## src/rtl/kbd_bridge_pkg.sv

```systemverilog
`timescale 1ns/1ps
package kbd_bridge_pkg;
    localparam int ID_W   = 8;
    localparam int OP_W   = 8;
    localparam int FLG_W  = 4;
    localparam int PAY_W  = 32;
    localparam int RSV_W  = 12;
    localparam int KEY_W  = 8;
    localparam int PKT_W  = 2 * ID_W + OP_W + FLG_W + PAY_W + RSV_W;

    typedef struct packed {
        logic [ID_W-1:0]  dst;
        logic [ID_W-1:0]  src;
        logic [OP_W-1:0]  op;
        logic [FLG_W-1:0] flags;
        logic [PAY_W-1:0] payload;
        logic [RSV_W-1:0] rsvd;
    } pkt_t;

    localparam logic [ID_W-1:0] SELF_ID  = 8'h05;
    localparam logic [OP_W-1:0] OP_KEY   = 8'h01;
    localparam logic [OP_W-1:0] OP_CFG   = 8'h02;
    localparam logic [ID_W-1:0] DST_RST  = 8'h00;
endpackage

```

## src/rtl/kbd_uart_rx.sv

```systemverilog
`timescale 1ns/1ps
module kbd_uart_rx #(
    parameter int OSR      = 16,
    parameter int TICK_DIV = 4,
    parameter int DATA_W   = 8
) (
    input  logic              clk,
    input  logic              rst_n,
    input  logic              rx_pin,
    output logic              byte_valid,
    output logic [DATA_W-1:0] byte_data,
    output logic              frame_err
);
    localparam int CNT_W = $clog2(OSR);
    localparam int DIV_W = $clog2(TICK_DIV + 1);
    localparam int BIT_W = $clog2(DATA_W);
    localparam logic [CNT_W-1:0] OS_LAST   = CNT_W'(OSR - 1);
    localparam logic [CNT_W-1:0] HALF_LAST = CNT_W'(OSR / 2 - 1);
    localparam logic [DIV_W-1:0] DIV_LAST  = DIV_W'(TICK_DIV - 1);
    localparam logic [BIT_W-1:0] BIT_LAST  = BIT_W'(DATA_W - 1);

    typedef enum logic [2:0] {
        RX_IDLE, RX_START, RX_DATA, RX_STOP, RX_WAIT_HIGH
    } rx_state_e;

    rx_state_e         state_q, state_d;
    logic [1:0]        sync_q;
    logic              rx_s;
    logic [DIV_W-1:0]  div_q;
    logic              tick;
    logic [CNT_W-1:0]  os_q;
    logic [BIT_W-1:0]  bit_q;
    logic [DATA_W-1:0] shift_q;
    logic              os_end;

    assign rx_s   = sync_q[1];
    assign tick   = (div_q == DIV_LAST);
    assign os_end = tick && (os_q == OS_LAST);

    // two-flop synchronizer and oversample tick divider
    always_ff @(posedge clk) begin
        if (!rst_n) begin
            sync_q <= 2'b11;
            div_q  <= '0;
        end else begin
            sync_q <= {sync_q[0], rx_pin};
            div_q  <= tick ? '0 : div_q + 1'b1;
        end
    end

    // next-state logic
    always_comb begin
        state_d = state_q;
        unique case (state_q)
            RX_IDLE:      if (!rx_s) state_d = RX_START;
            RX_START:     if (tick && os_q == HALF_LAST)
                              state_d = rx_s ? RX_IDLE : RX_DATA;
            RX_DATA:      if (os_end && bit_q == BIT_LAST) state_d = RX_STOP;
            RX_STOP:      if (os_end) state_d = rx_s ? RX_IDLE : RX_WAIT_HIGH;
            RX_WAIT_HIGH: if (rx_s) state_d = RX_IDLE;
            default:      state_d = RX_IDLE;
        endcase
    end

    // state register and bit-level datapath
    always_ff @(posedge clk) begin
        if (!rst_n) begin
            state_q <= RX_IDLE;
            os_q    <= '0;
            bit_q   <= '0;
            shift_q <= '0;
        end else begin
            state_q <= state_d;
            if (state_q != state_d || os_end)
                os_q <= '0;
            else if (tick)
                os_q <= os_q + 1'b1;
            if (state_q != RX_DATA)
                bit_q <= '0;
            else if (os_end)
                bit_q <= bit_q + 1'b1;
            if (state_q == RX_DATA && os_end)
                shift_q <= {rx_s, shift_q[DATA_W-1:1]};
        end
    end

    // outputs
    always_ff @(posedge clk) begin
        if (!rst_n) begin
            byte_valid <= 1'b0;
            frame_err  <= 1'b0;
        end else begin
            byte_valid <= (state_q == RX_STOP) && os_end && rx_s;
            frame_err  <= (state_q == RX_STOP) && os_end && !rx_s;
        end
    end

    assign byte_data = shift_q;
endmodule

```

## src/rtl/kbd_key_fifo.sv

```systemverilog
`timescale 1ns/1ps
module kbd_key_fifo #(
    parameter int DEPTH = 4,
    parameter int W     = 8
) (
    input  logic         clk,
    input  logic         rst_n,
    input  logic         push,
    input  logic [W-1:0] din,
    input  logic         pop,
    output logic [W-1:0] dout,
    output logic         empty,
    output logic         full
);
    localparam int AW = $clog2(DEPTH);

    logic [W-1:0]  mem_q [DEPTH];
    logic [AW:0]   wr_q, rd_q;
    logic          do_push, do_pop;

    assign empty   = (wr_q == rd_q);
    assign full    = (wr_q[AW] != rd_q[AW]) && (wr_q[AW-1:0] == rd_q[AW-1:0]);
    assign do_push = push && !full;
    assign do_pop  = pop && !empty;
    assign dout    = mem_q[rd_q[AW-1:0]];

    always_ff @(posedge clk) begin
        if (!rst_n) begin
            wr_q <= '0;
            rd_q <= '0;
        end else begin
            if (do_push) wr_q <= wr_q + 1'b1;
            if (do_pop)  rd_q <= rd_q + 1'b1;
        end
    end

    always_ff @(posedge clk) begin
        if (do_push) mem_q[wr_q[AW-1:0]] <= din;
    end
endmodule

```

## src/rtl/kbd_cfg_sink.sv

```systemverilog
`timescale 1ns/1ps
module kbd_cfg_sink
    import kbd_bridge_pkg::*;
(
    input  logic            clk,
    input  logic            rst_n,
    input  logic            in_valid,
    input  pkt_t            in_pkt,
    output logic            in_ready,
    output logic [ID_W-1:0] dest
);
    logic cfg_hit;
    logic cfg_unused;

    assign cfg_hit    = in_valid && in_ready &&
                        (in_pkt.dst == SELF_ID) && (in_pkt.op == OP_CFG);
    assign cfg_unused = ^{in_pkt.src, in_pkt.flags,
                          in_pkt.payload[PAY_W-1:ID_W], in_pkt.rsvd};

    always_ff @(posedge clk) begin
        if (!rst_n) begin
            in_ready <= 1'b0;
            dest     <= DST_RST;
        end else begin
            in_ready <= 1'b1;
            if (cfg_hit) dest <= in_pkt.payload[ID_W-1:0];
        end
    end
endmodule

```

## src/rtl/kbd_pkt_tx.sv

```systemverilog
`timescale 1ns/1ps
module kbd_pkt_tx
    import kbd_bridge_pkg::*;
(
    input  logic             clk,
    input  logic             rst_n,
    input  logic             key_avail,
    input  logic [KEY_W-1:0] key,
    input  logic [ID_W-1:0]  dest,
    output logic             key_pop,
    output logic             out_valid,
    input  logic             out_ready,
    output pkt_t             out_pkt
);
    typedef enum logic {TX_IDLE, TX_HOLD} tx_state_e;

    tx_state_e state_q, state_d;
    pkt_t      built;

    always_comb begin
        built.dst     = dest;
        built.src     = SELF_ID;
        built.op      = OP_KEY;
        built.flags   = '0;
        built.payload = PAY_W'(key);
        built.rsvd    = '0;
    end

    always_comb begin
        state_d = state_q;
        unique case (state_q)
            TX_IDLE: if (key_avail) state_d = TX_HOLD;
            TX_HOLD: if (out_ready) state_d = TX_IDLE;
            default: state_d = TX_IDLE;
        endcase
    end

    always_ff @(posedge clk) begin
        if (!rst_n) begin
            state_q <= TX_IDLE;
            out_pkt <= '0;
        end else begin
            state_q <= state_d;
            if (state_q == TX_IDLE && key_avail) out_pkt <= built;
        end
    end

    always_comb begin
        out_valid = (state_q == TX_HOLD);
        key_pop   = (state_q == TX_IDLE) && key_avail;
    end
endmodule

```

## src/rtl/kbd_event_bridge.sv

```systemverilog
`timescale 1ns/1ps
module kbd_event_bridge
    import kbd_bridge_pkg::*;
#(
    parameter int OSR        = 16,
    parameter int TICK_DIV   = 4,
    parameter int FIFO_DEPTH = 4
) (
    input  logic             clk,
    input  logic             rst_n,
    input  logic             rx_serial,
    input  logic             in_valid,
    output logic             in_ready,
    input  logic [PKT_W-1:0] in_pkt,
    output logic             out_valid,
    input  logic             out_ready,
    output logic [PKT_W-1:0] out_pkt,
    output logic             frame_err,
    output logic             overflow
);
    logic             byte_valid;
    logic [KEY_W-1:0] byte_data;
    logic [KEY_W-1:0] q_key;
    logic             q_empty, q_full, q_pop;
    logic [ID_W-1:0]  dest;
    pkt_t             tx_pkt;

    kbd_uart_rx #(.OSR(OSR), .TICK_DIV(TICK_DIV), .DATA_W(KEY_W)) u_rx (
        .clk(clk), .rst_n(rst_n), .rx_pin(rx_serial),
        .byte_valid(byte_valid), .byte_data(byte_data), .frame_err(frame_err)
    );

    kbd_key_fifo #(.DEPTH(FIFO_DEPTH), .W(KEY_W)) u_fifo (
        .clk(clk), .rst_n(rst_n), .push(byte_valid), .din(byte_data),
        .pop(q_pop), .dout(q_key), .empty(q_empty), .full(q_full)
    );

    kbd_cfg_sink u_cfg (
        .clk(clk), .rst_n(rst_n), .in_valid(in_valid), .in_pkt(pkt_t'(in_pkt)),
        .in_ready(in_ready), .dest(dest)
    );

    kbd_pkt_tx u_tx (
        .clk(clk), .rst_n(rst_n), .key_avail(!q_empty), .key(q_key),
        .dest(dest), .key_pop(q_pop), .out_valid(out_valid),
        .out_ready(out_ready), .out_pkt(tx_pkt)
    );

    assign out_pkt = tx_pkt;

    always_ff @(posedge clk) begin
        if (!rst_n) overflow <= 1'b0;
        else if (byte_valid && q_full) overflow <= 1'b1;
    end
endmodule

```

## config.mk

```make
export PLATFORM = sky130hd
export DESIGN_NAME = kbd_event_bridge
export DESIGN_NICKNAME = d
export VERILOG_FILES = /design/src/rtl/kbd_bridge_pkg.sv /design/src/rtl/kbd_uart_rx.sv /design/src/rtl/kbd_key_fifo.sv /design/src/rtl/kbd_cfg_sink.sv /design/src/rtl/kbd_pkt_tx.sv /design/src/rtl/kbd_event_bridge.sv
export SDC_FILE = /design/constraint.sdc
export NUM_CORES = 1
export LEC_CHECK = 0
export BUFFER_PORTS_ARGS = -buffer_cell sky130_fd_sc_hd__buf_2
export CAP_MARGIN = 25
export CORE_MARGIN = 2
export CORE_UTILIZATION = 50
export CTS_CLUSTER_SIZE = 25
export DETAILED_ROUTE_END_ITERATION = 8
export PLACE_DENSITY_LB_ADDON = 0.12
export SETUP_SLACK_MARGIN = 0.15
export SYNTH_ARGS = -nofsm -noshare
export SYNTH_HDL_FRONTEND = slang
export SYNTH_HIERARCHICAL = 1
export SYNTH_SLANG_ARGS = --single-unit
```

## constraint.sdc

```tcl
create_clock -name clk -period 2.4 [get_ports clk]
set_input_delay 0.24 -clock clk [delete_from_list [all_inputs] [get_ports clk]]
set_output_delay 0.24 -clock clk [all_outputs]
set_load 0.02 [all_outputs]
```

Yosys cells after proc, flatten, opt, wreduce, memory -nomap -nowiden
Memories as Yosys holds them, arrays and structs flattened. A register that Yosys moved wholly into a read port is not among the register bits. Index checks and enable logic that the tools add are counted.

Add/subtract/negate cells: 5. Equality and inequality tests: 15. Muxes and demuxes: 14. Bitwise operators: 2. Reductions and logical operators: 24.

Operators with widths (count): $mux W3 (6); $logic_and A1 B1 Y1 (15); $pmux W3 S5 (1); $add A3 B1 Y3 const B (4); $eq A3 B2 Y1 const B (3); $eq A8 B2 Y1 const B (1); $eq A8 B3 Y1 const B (1); $eq A3 B3 Y1 const B (2); $reduce_or A2 Y1 (3); $mux W1 (5); $add A4 B1 Y4 const B (1); $eq A4 B3 Y1 const B (1); $eq A4 B4 Y1 const B (1); $logic_not A1 Y1 (4); $eq A3 B1 Y1 const B (1); $eq A3 B3 Y1 (1); $logic_not A3 Y1 (1); $ne A3 B2 Y1 const B (1); $ne A3 B3 Y1 (1); $eq A2 B2 Y1 (1); $mux W2 (1); $not A1 Y1 (2); $pmux W1 S2 (1); $logic_or A1 B1 Y1 (1); $ne A1 B1 Y1 (1).

Flip-flop bits (word level): 52. Memory bits (writable): 32. Input bits: 77. Output and inout bits: 76. Logic and storage cells: 78. Memories kept: 1.

Memory list: u_fifo.mem_q (depth 4, width 8, read ports 1, clocked after memory_dff 1, write ports 1, line kbd_key_fifo.sv:17) `logic [W-1:0] mem_q [DEPTH];`.

Depth between registers and ports, before layout
Word-level depth: 8. Depth in mapped cells: 10. Mapped depth without buffers: 7.

Modules after synthesis
The synthesis kept the hierarchy.

Modules (own cells, without submodules): kbd_key_fifo (instances 1, cells an instance 110, area an instance 1724.2 µm², sequential area each 1121.1 µm²); kbd_pkt_tx (instances 1, cells an instance 132, area an instance 1154.9 µm², sequential area each 360.3 µm²); kbd_uart_rx (instances 1, cells an instance 104, area an instance 1058.5 µm², sequential area each 500.5 µm²); kbd_cfg_sink (instances 1, cells an instance 42, area an instance 386.6 µm², sequential area each 180.2 µm²); kbd_event_bridge (instances 1, cells an instance 4, area an instance 35.0 µm², sequential area each 20.0 µm²).

Worst setup path before layout
No wires, ideal clock.

Path type: flip-flop to flip-flop. Start point: register u_fifo.wr_q[0]. End point: register u_fifo.rd_q[2]. Setup time: 0.120 ns. Arrival: 1.826 ns. Data required time: 2.280 ns. Path slack: 0.454 ns. Stages on the path, launching flop included: 10. Buffers on the path: 2. Clock period less this slack: 1.946 ns. Cells stage by stage: dfxtp_1 xor2_1 nor3_1 inv_1 nor2b_4 buf_12 buf_12 nand2_1 and2_1 o31a_1.

Longest elaborated chain between the ends: 4.

Ends and longest elaborated chain: from (decl) (line kbd_key_fifo.sv:18) `logic [AW:0] wr_q, rd_q;`; from (signal assigned) (line kbd_key_fifo.sv:32) `if (do_push) wr_q <= wr_q + 1'b1;`; $eq A3 B3 Y1 (line kbd_key_fifo.sv:21) `assign empty = (wr_q == rd_q);`; via q_empty (line kbd_event_bridge.sv:24) `logic q_empty, q_full, q_pop;`; $logic_not A1 Y1 (line kbd_event_bridge.sv:44) `.clk(clk), .rst_n(rst_n), .key_avail(!q_empty), .key(q_key),`; $logic_and A1 B1 Y1 (line kbd_pkt_tx.sv:50) `key_pop = (state_q == TX_IDLE) && key_avail;`; via q_pop (line kbd_event_bridge.sv:24); $logic_and A1 B1 Y1 (line kbd_key_fifo.sv:24) `assign do_pop = pop && !empty;`; to (signal assigned) (line kbd_key_fifo.sv:33) `if (do_pop) rd_q <= rd_q + 1'b1;`; to (decl) (line kbd_key_fifo.sv:18).

The timed path passes the listed nets, and every way through them passes these cells. A chain may end at the register's enable or synchronous reset.

Final worst setup path
Start point: register u_fifo.wr_q[1]. End point: register u_tx/out_pkt[18] (netlist name).

Longest elaborated chain between the ends: 3.

Ends and longest elaborated chain (line): $eq A3 B3 Y1 (kbd_key_fifo.sv:21); via q_empty (kbd_event_bridge.sv:24); $logic_not A1 Y1 (kbd_event_bridge.sv:44); $logic_and A1 B1 Y1; via q_pop (kbd_event_bridge.sv:24).

The timed path passes the listed nets, and every way through them passes these cells.

==> impl_results.md <==
* Status: complete, no violations
* Die X at 97.37 um
* Critical Path AT at 2.24 ns
* IO Count at 153
* Max stage delay on crit path at 0.53 ns
* # DRC at 0
* Starting density of the core at 50.73%
* CP max-delay cell: dfxtp_1
* Slew Limit Fails at 0
* Min-Delay Path Class: in -> reg
* Setup TNS at 0 ns
* Initial antenna violation count at 0
* Global-route wire length before repair at 11,360 um
* Core Area at 8593 um2
* CTS root buf: clkbuf_8
* # Post-CTS Setup Buffers at 0
* Peak supply drop at 0.3144 mV
* Seq. cell area at 2182 um2
* Clk_lat worst skew at 0.35 ns
* Layout Cell Area excl Fill at 4647 um2
* Ys async rst share at 0%
* Commonest non-fill, non-tap cell in the layout: nand2_1
* Reg clk slew, reported paths at 0.10 ns
* Die ar. at 9481 um2
* Design Power at 3.377 mW
* Routed WL at 7037 um
* Setup crit start kind: flop
* Post-cts resize count at 0
* Top FF cell, synth: dfxtp_1
* Area after DPL at 4424 um2
* Die Ht at 97.37 um
* Largest net degree at the start of global routing at 51
* Critical path class: reg -> reg
* Ant diodes at 0
* Leak Pwr at 1.841 nW
* RSZ-0062 raised after global routing: no
* Worst relative slew slack at 57.40%
* Most frequent cells in the layout: nand2_1 (66), dfxtp_1 (61), conb_1 (53)
* Number of synthesized flops with an enable pin at 32
* Gpl congestion at 0.7708
* Worst hold slack at 0.06769 ns
* Final net count at 525
* Port bufs at 51
* Power density cells at 726.8 nW/um2
* Critical path cell sequence: xor2_1 -> nor3_1 -> inv_1 -> nor2b_4 -> buf_4 -> mux2i_1
* Fmax at 506.4 MHz
* DR iter-0 viols at 108
* Crit end category: flop
* Global Route Usage Sum at 14.69%
* Fill cells at 773
* Area Overhead vs Synth at 6.602%
* 1st-pass router iterations at 6
* CP max FO at 18
* Syn Std Cell Area at 4359 um2
* Cells after DPL at 535
* Grt total ovfl at 0
* Finished Core Util at 54.08%
* Final hold violation count at 0
* Area of the multi-input gates at 1780 um2
* Number of CTS-inserted buffers at 9
* Place WS at 0.4572 ns
* Proportion of layout cells with a drive suffix above 1 at 20.32%
* Routed wire length per instance at 12.77 um
* Cts hold-fix bufs at 0
* Syn Area/Cell at 11.12 um2
* CP required at 2.67 ns
* Synth warn at 6
* CTS H-tree depth at 3
* Max-cap viol count at 0
* Finished Layout Cells at 551
* Total number of vias at 2,726
* Minimum clock period at 1.975 ns
* Worst slew pin tran at 0.6345 ns
* Vias in the first global route at 2,428
* #FFs+latches synth at 93
* Clock tree from TritonCTS: built
* Synth cell types at 51
* Setup ws final at 0.4251 ns
* Final Cycle Share at 82.29%
* Clock Sinks at 93
* Worst-case clock buffer depth at 2
* Mapped Cells at 392
* Hpwl dp at 4848 um
* Core Rows at 34
* Sequential cell area fraction in the yosys report at 50.06%
* ANT nets after route at 0
* Vias per cell at 4.947
* # setup viols final at 0
* Worst clock skew at 0.01543 ns
## power breakdown
part           internal, mW  switching (mW)
sequential             1.66          0.0620
clock                 0.560           0.564
combinational         0.219           0.309
total                  2.44           0.935
## worst paths after layout
check | from | to | slack, ns | cells past startpoint
worst min register to register | u_rx/sync_q[0] | u_rx/sync_q[1] | 0.42 | 1
worst max-delay path | u_fifo/wr_q[1] | u_tx/out_pkt[18] | 0.43 | 6
worst max register to register | u_fifo/wr_q[1] | u_tx/out_pkt[18] | 0.43 | 6
worst min-delay path | rx_serial | u_rx/sync_q[0] | 0.07 | 2
## synthesized netlist by cell type (5+ instances only)
| cell type | n | area, um2 |
|---|---|---|
| nand2_1 | 66 | 247.7 |
| dfxtp_1 | 61 | 1221 |
| buf_4 | 57 | 427.9 |
| mux2i_1 | 33 | 330.3 |
| edfxtp_1 | 32 | 960.9 |
| inv_1 | 11 | 41.29 |
| ha_1 | 10 | 125.1 |
| nor3_1 | 10 | 50.05 |
| nor2_1 | 9 | 33.78 |
| mux4_2 | 8 | 180.2 |
| xnor2_1 | 7 | 61.31 |
| buf_2 | 6 | 30.03 |
| a21oi_1 | 5 | 25.02 |
| nand3_1 | 5 | 25.02 |
## registers in the layout, summed over array words and instances (netlist names), 2 cells and up, named ones only
| name | count |
|---|---|
| u_fifo/mem_q | 32 |
| u_tx/out_pkt | 17 |
| u_cfg/dest | 8 |
| u_rx/byte_data | 8 |
| u_rx/os_q | 4 |
| u_fifo/rd_q | 3 |
| u_fifo/wr_q | 3 |
| u_rx/bit_q | 3 |
| u_rx/div_q | 3 |
| u_rx/state_q | 3 |
| u_rx/sync_q | 2 |
## cell type report
| type | instances | area share, % |
|---|---|---|
| multi-input combinational | 268 | 38.31 |
| clock buffer | 10 | 3.204 |
| inverter | 11 | 0.8885 |
| clock inverter | 6 | 1.589 |
| sequential | 93 | 46.96 |
| tap | 108 | 2.908 |
| timing repair buffer | 55 | 6.139 |
## metal layers
layer	GRT usage [%]	part of all wire, %	vias to the layer above
li1	-	-	1343
met1	18.42	45	1300
met2	25.41	48	79
met3	3.022	5.6	4
met4	4.808	0.63	0
met5	0	0	-
## worst max-delay path, delay by kind of cell (launching register included)
kind / cells / cell delay, ns
xor+xnor: 1 / 0.41
buf+inv: 2 / 0.40
flops: 1 / 0.53
mux: 1 / 0.24
simple gates: 2 / 0.30
## kinds of logic after synthesis
| family | Yosys count | share of synthesized area (%) |
|---|---|---|
| buffers and inverters | 83 | 13.58 |
| XOR/XNOR | 11 | 2.210 |
| AND/OR/NAND/NOR | 123 | 14.24 |
| other | 1 | 0.08603 |
| AO/OA/AOI/OAI | 29 | 4.908 |
| multiplexers | 42 | 12.06 |
| adder cells (fa/ha/maj) | 10 | 2.870 |
| flip-flops | 93 | 50.06 |
Power figures use the tool's default switching activity.
